### src/rtl/sftx_pkg.sv
`timescale 1ns/1ps
package sftx_pkg;
  localparam int STAT_W = 5;
  localparam int PAD_W  = 3;

  typedef struct packed {
    logic       settled;
    logic       ovr;
    logic       lpwr;
    logic [1:0] dec;
  } sftx_stat_t;

  // settled bit is masked while the overrange alert is raised
  function automatic logic [STAT_W-1:0] pack_status(input sftx_stat_t s);
    return {s.settled & ~s.ovr, s.ovr, s.lpwr, s.dec};
  endfunction
endpackage

### src/rtl/sftx_sclk_gen.sv
`timescale 1ns/1ps
module sftx_sclk_gen (
  input  logic clk,
  input  logic rst_n,
  output logic sco,
  output logic rise_tick
);
  logic sco_q;

  always_ff @(posedge clk) begin
    if (!rst_n) sco_q <= 1'b0;
    else        sco_q <= ~sco_q;
  end

  assign sco       = sco_q;
  assign rise_tick = ~sco_q;   // this edge drives sco high
endmodule

### src/rtl/sftx_rd_sel.sv
`timescale 1ns/1ps
module sftx_rd_sel #(
  parameter int ADDR_W   = 4,
  parameter int LEAD_SCO = 8
) (
  input  logic              clk,
  input  logic              rst_n,
  input  logic              rd_req,
  input  logic [ADDR_W-1:0] rd_addr,
  input  logic              rise_tick,
  input  logic              frame_start,
  output logic              use_reg,
  output logic [ADDR_W-1:0] reg_addr
);
  localparam int AGE_W = $clog2(LEAD_SCO + 1);

  logic              pending;
  logic [AGE_W-1:0]  age;
  logic [ADDR_W-1:0] addr_q;

  assign use_reg  = pending && (age >= AGE_W'(LEAD_SCO));
  assign reg_addr = addr_q;

  always_ff @(posedge clk) begin
    if (!rst_n) begin
      pending <= 1'b0;
      age     <= '0;
      addr_q  <= '0;
    end else if (rd_req) begin
      pending <= 1'b1;
      age     <= '0;
      addr_q  <= rd_addr;
    end else if (frame_start && use_reg) begin
      pending <= 1'b0;
      age     <= '0;
    end else if (pending && rise_tick && (age < AGE_W'(LEAD_SCO))) begin
      age <= age + 1'b1;
    end
  end

  assert_consume_once_R9: assert property (@(posedge clk) disable iff (!rst_n)
    (frame_start && use_reg && !rd_req) |=> !pending);
endmodule

### src/rtl/sftx_shifter.sv
`timescale 1ns/1ps
module sftx_shifter #(
  parameter int WORD_W = 32
) (
  input  logic              clk,
  input  logic              rst_n,
  input  logic              sco,
  input  logic              rise_tick,
  input  logic              load_req,
  input  logic [WORD_W-1:0] word_in,
  output logic              frame_start,
  output logic              busy,
  output logic              sdo,
  output logic              fso_n
);
  localparam int CNT_W = $clog2(WORD_W);

  logic              start_pend;
  logic              active;
  logic [CNT_W-1:0]  bitcnt;
  logic [WORD_W-1:0] shreg;

  assign frame_start = rise_tick && start_pend && !active;
  assign busy        = start_pend || active;
  assign sdo         = active && shreg[WORD_W-1];
  assign fso_n       = !active;

  always_ff @(posedge clk) begin
    if (!rst_n) begin
      start_pend <= 1'b0;
      active     <= 1'b0;
      bitcnt     <= '0;
      shreg      <= '0;
    end else begin
      if (load_req) start_pend <= 1'b1;
      if (rise_tick) begin
        if (active) begin
          if (bitcnt == CNT_W'(WORD_W-1)) begin
            active <= 1'b0;
          end else begin
            bitcnt <= bitcnt + 1'b1;
            shreg  <= {shreg[WORD_W-2:0], 1'b0};
          end
        end else if (start_pend) begin
          active     <= 1'b1;
          start_pend <= 1'b0;
          bitcnt     <= '0;
          shreg      <= word_in;
        end
      end
    end
  end

  assert_sdo_on_rise_R3: assert property (@(posedge clk) disable iff (!rst_n)
    (sdo != $past(sdo)) |-> (sco && !$past(sco)));
  assert_fso_on_rise_R2: assert property (@(posedge clk) disable iff (!rst_n)
    (fso_n != $past(fso_n)) |-> (sco && !$past(sco)));
  assert_frame_len_R2: assert property (@(posedge clk) disable iff (!rst_n)
    $rose(fso_n) |-> ($past(bitcnt) == CNT_W'(WORD_W-1)));
endmodule

### src/rtl/serial_frame_tx.sv
`timescale 1ns/1ps
module serial_frame_tx
  import sftx_pkg::*;
#(
  parameter  int SMP_W    = 24,
  parameter  int ADDR_W   = 4,
  parameter  int LEAD_SCO = 8,
  localparam int WORD_W   = SMP_W + STAT_W + PAD_W
) (
  input  logic              clk,
  input  logic              rst_n,
  input  logic              smp_valid,
  output logic              smp_ready,
  input  logic [SMP_W-1:0]  smp_data,
  input  logic              flt_settled,
  input  logic              ovr_alert,
  input  logic              lowpwr_mode,
  input  logic [1:0]        dec_code,
  input  logic              rd_req,
  input  logic [ADDR_W-1:0] rd_addr,
  output logic [ADDR_W-1:0] reg_addr,
  input  logic [WORD_W-1:0] reg_rdata,
  output logic              sco,
  output logic              fso_n,
  output logic              sdo
);
  logic              rise_tick, frame_start, busy, use_reg, accept;
  logic [WORD_W-1:0] hold_word, word_in;
  sftx_stat_t        stat;

  assign stat      = '{settled: flt_settled, ovr: ovr_alert, lpwr: lowpwr_mode, dec: dec_code};
  assign smp_ready = !busy;
  assign accept    = smp_valid && smp_ready;
  assign word_in   = use_reg ? reg_rdata : hold_word;

  always_ff @(posedge clk) begin
    if (!rst_n)      hold_word <= '0;
    else if (accept) hold_word <= {smp_data, pack_status(stat), PAD_W'(0)};
  end

  sftx_sclk_gen u_clk (
    .clk(clk), .rst_n(rst_n), .sco(sco), .rise_tick(rise_tick)
  );

  sftx_rd_sel #(.ADDR_W(ADDR_W), .LEAD_SCO(LEAD_SCO)) u_sel (
    .clk(clk), .rst_n(rst_n), .rd_req(rd_req), .rd_addr(rd_addr),
    .rise_tick(rise_tick), .frame_start(frame_start),
    .use_reg(use_reg), .reg_addr(reg_addr)
  );

  sftx_shifter #(.WORD_W(WORD_W)) u_shf (
    .clk(clk), .rst_n(rst_n), .sco(sco), .rise_tick(rise_tick),
    .load_req(accept), .word_in(word_in), .frame_start(frame_start),
    .busy(busy), .sdo(sdo), .fso_n(fso_n)
  );

  assert_no_ready_in_frame_R11: assert property (@(posedge clk) disable iff (!rst_n)
    !fso_n |-> !smp_ready);
endmodule

### config.mk
export PLATFORM = sky130hd
export DESIGN_NAME = serial_frame_tx
export DESIGN_NICKNAME = d
export VERILOG_FILES = /design/src/rtl/sftx_pkg.sv /design/src/rtl/sftx_sclk_gen.sv /design/src/rtl/sftx_rd_sel.sv /design/src/rtl/sftx_shifter.sv /design/src/rtl/serial_frame_tx.sv
export SDC_FILE = /design/constraint.sdc
export NUM_CORES = 1
export LEC_CHECK = 0
export BUFFER_PORTS_ARGS = -buffer_cell sky130_fd_sc_hd__clkbuf_2
export CAP_MARGIN = 0
export CORE_UTILIZATION = 45
export CTS_CLUSTER_SIZE = 16
export DETAILED_ROUTE_END_ITERATION = 8
export PLACE_DENSITY = 0.67
export SYNTH_ARGS = -nofsm -noshare
export SYNTH_HDL_FRONTEND = slang
export SYNTH_SLANG_ARGS = --single-unit
### constraint.sdc
create_clock -name clk -period 4 [get_ports clk]
set_input_delay 0.4 -clock clk [delete_from_list [all_inputs] [get_ports clk]]
set_output_delay 0.4 -clock clk [all_outputs]
set_load 0.05 [all_outputs]
==> results.txt <==
The flow ran to the end, and the final reports show no timing, DRC or antenna violations. The run gives 552 as the net total in the final layout. The tools report the count of endpoints failing hold in the final timing report as 0. The path with the worst hold slack has its endpoint at hold_word[3]. The tree is rooted in a clkbuf_8. With fillers left out, the area of the finished cells amounts to 0.00441 sq mm. The cell depth of the worst min-delay path was 3.

Fill cells in the final layout number 795. In this run the power density over the cells is 404 mW/mm^2. The startpoint identified for the worst register-to-register timing path is u_shf.bitcnt[0]. Number of iterations in the first detailed-routing pass: 4. At the placement stage, the worst setup path has a slack of 1.51 ns.

A synthesized cell averages 8.97 sq um. Class of the tightest hold or removal check: input port to register. The xor/xnor cell area share of the yosys netlist was 0.00458. The critical register-to-register path endpoint is u_shf.shreg[22].

For this run, the top clock speed supported by timing is 400 MHz. Setup slack on the worst flop-to-flop path: 1.50 ns. The internal power consumption is 0.00130 W. From left edge to right edge, the die measures 94.2 um.

The post-synthesis compound-gate area fraction came out at 0.272. The part of the power in registers was 0.477; the pin count of the biggest net entering global routing was 79. The clock period could shrink to 2.50 ns.

Start-to-end type of the worst setup path: register to register. The startpoint identified for the worst hold timing path is dec_code[0]. Dividing the detail-routed via count by the number of cells gives 5.31.

STA puts the critical path data required time at 4.19 ns. In this run the remaining antenna-violating nets after routing total 0. In this run the worst path has a maximum fanout of 22. The number of non-filler instances in the completed layout is 589, and the wire length of the first global-routing pass is 14200 um. In the final routed layout, each cell accounts on average for 14.3 um.

TritonCTS built the clock tree. Setup violations remaining at the end of the flow were counted as 0. For the share of power burned in the clock network, the log shows 0.361. The area of the core region is 0.00822 sq mm. The post-synthesis adder-cell area fraction came out at 0.0131. The detailed router finished its first iteration with 155 violations.

Setup TNS after final layout: 0 ns. The element type at the critical path start was a register. The number of buffers inserted for hold repair after clock tree synthesis is 0, and the effective utilization at floorplan is 0.465. In this run the cell area of the synthesized design comes to 0.00382 sq mm. The number of warning messages in the yosys log is 0, and the worst-case setup margin in the final layout is 1.50 ns.

Total power for the finished layout comes to 0.00178 W. The net switching fraction of the power is 0.271, and the largest buffer count on any clock path is 2. The floorplan step defined a die boundary enclosing 0.00887 sq mm. The instance area at placement is 0.00419 sq mm, and the portion of netlist area occupied by mux cells is 0.0183. Synthesis produced a netlist whose cell count is 426.

The normalized max-slew margin came out at 0.232. The share of the clock period used by the worst path after layout is 0.625, and the total clock buffers created by CTS is 9. The transition at the pin with the smallest max-transition slack was 1.15 ns. The floorplan step set the die height to 94.2 um. By area, the combinational part of the netlist is dominated by compound AO/OA/AOI/OAI gates.

The repair_antennas step left the layout with diodes totalling 0. The tools report the number of clock sinks as 78. The tools report the number of max-slew violations in the final report as 0.

The synthesized flop and latch total is 78. The tools report the number of global-route vias before repair as 3006. Measured in cells, the most critical reg-to-reg path has a length of 7. The logs give 3126 for the routed via count and 5430 um for the final HPWL from detailed placement. The count of buffers added on input and output ports is 76. Counting every net in the synthesized netlist gives 499.

The total net switching power came out at 0.000482 W. Clock latency on the worst-skew pair, taken at its later pin, is 0.35 ns. Pin placement for this block handled 77 I/O pins. The tools report the post-route DRC violation count as 0. Yosys mapped the design onto 41 distinct sky130hd cell types. After clock tree synthesis, the setup repair step added 0 buffers. The combined global-route utilization of all metal layers came out at 0.205. For this block, the routed nets add up to 8410 um of wire. The initialized floorplan defines 33 standard-cell rows.

The total global routing overflow is 0, and the leakage power total is 1.84 nW. The proportion of power drawn by combinational gates was 0.162; the portion of the post-synthesis area used by sequential elements was 0.409. STA classifies the critical path endpoint as a register. Once the clock tree was built, the resizer swapped 0 gates to a different size. Number of antenna violations at the first check in global routing: 0. The area growth from synthesis to final layout is 15.4%.

Setup repair after global routing left no endpoint under its margin. Peak supply drop: 0.162 mV. For the critical path data arrival time, the log shows 2.69 ns. The fraction of final layout cells sized beyond drive strength 1 was 0.273. Across the run, the number of max-cap violations was 0.

The worst clock skew is 0.0106 ns. The congestion estimate from routability-driven global placement came to 0.801. In this run the number of H-tree levels came out at 3.

Including well taps, the total number of placed cells is 573. The clock-pin slew of the registers on the worst-case setup and hold paths came out at 0.08 ns. The simple-gate portion of the synthesized area works out to 0.231.
-- flip-flops by register name, summed over array words and instances (netlist names) --
| name | count |
|---|---|
| u_shf.shreg | 32 |
| hold_word | 29 |
| u_shf.bitcnt | 5 |
| u_sel.age | 4 |
| u_sel.reg_addr | 4 |
| u_clk.sco | 1 |
| u_sel.pending | 1 |
| u_shf.active | 1 |
| u_shf.start_pend | 1 |
-- metal layers --
layer	GRT usage	share of wire	vias up
met4	0.0731	0.0092	0
met2	0.345	0.48	60
li1	-	-	1613
met5	0	0	-
met1	0.264	0.47	1447
met3	0.0299	0.034	6
-- cell usage in the layout, fill, tap and decap left out, types with 4 or more instances in the layout --
cell type / n
nand2_1: 97
dfxtp_1: 78
clkbuf_2: 76
nor2_1: 34
and3_1: 30
a21boi_1: 30
a211oi_1: 30
o32ai_2: 28
clkbuf_8: 10
mux2i_1: 7
nor2b_1: 6
buf_4: 6
ha_1: 4
-- power by group through the flow --
stage | registers (W) | logic [W] | clock network, W
final | 0.000848 | 0.000288 | 0.000643
after detailed placement | 0.000867 | 0.000292 | 0
after CTS | 0.000849 | 0.000294 | 0.000658
after global routing | 0.000855 | 0.000320 | 0.000698
after floorplan | 0.000866 | 0.000215 | 0
after global placement | 0.000865 | 0.000286 | 0
-- cells by family after synthesis --
family	Yosys count
buffers and inverters	43
AOI/OAI and AO/OA	105
muxes	7
xor gates and xnor gates	2
and+or+nand+nor	187
DFF	78
adders and majority gates	4
-- how the worst max path moves through the flow --
stage                    start         endpoint  slack, ns  cells after the start
4_1_cts        u_shf.bitcnt[0]  u_shf.shreg[22]       1.48                      7
2_1_floorplan     u_shf.active        smp_ready       2.17                      4
3_5_place_dp   u_shf.bitcnt[0]  u_shf.shreg[22]       1.51                      7
6_report       u_shf.bitcnt[0]  u_shf.shreg[22]       1.50                      7
5_1_grt        u_shf.bitcnt[0]  u_shf.shreg[22]       1.31                      7
3_3_place_gp   u_shf.bitcnt[0]   u_shf.shreg[0]       1.57                      7
-- Yosys cell counts, drive strengths merged --
master	number	area share
nand3b	3	0.0059
nand2	97	0.095
a21oi	4	0.0082
o22ai	3	0.0049
nor2b	7	0.013
and4bb	1	0.0033
and4b	2	0.0052
a41oi	1	0.0023
a21boi	30	0.059
o21ai	2	0.0036
o211ai	1	0.0020
mux2i	7	0.018
nor3b	2	0.0052
and2	3	0.0049
nand3	3	0.0039
inv	3	0.0029
o32ai	30	0.12
nor2	34	0.033
a21bo	1	0.0026
nand2b	3	0.0069
dfxtp	78	0.41
clkbuf	26	0.026
o21a	1	0.0020
and3	30	0.049
ha	4	0.013
o2bb2ai	2	0.0046
xnor2	2	0.0046
or3b	2	0.0046
a211oi	30	0.059
buf	14	0.024
-- per-stage QoR --
step,hold WS (ns),utilization
after global routing,0.267,0.537
after floorplan,0.432,-
after detailed placement,0.449,0.510
after CTS,0.255,0.537
after global placement,0.441,0.510
final,0.262,0.537
-- cell type report --
cell class,instances,area [sq um],share of cell area
clock buffer,12,145,0.0329
clock inverter,4,70.1,0.0159
inverter,3,11.3,0.00255
multi-input combinational,305,2060,0.468
sequential,78,1560,0.354
tap,105,131,0.0298
timing repair buffer,82,425,0.0965
-- critical path, stage by stage, from the launching register on --
cell and delay, ns:
dfxtp_1 0.34, ha_1 0.21, and3_1 0.18, ha_1 0.19
nand2b_1 0.23, a21oi_4 0.71, buf_4 0.38, o32ai_2 0.11
No activity file was read; power rests on OpenSTA's default activity.
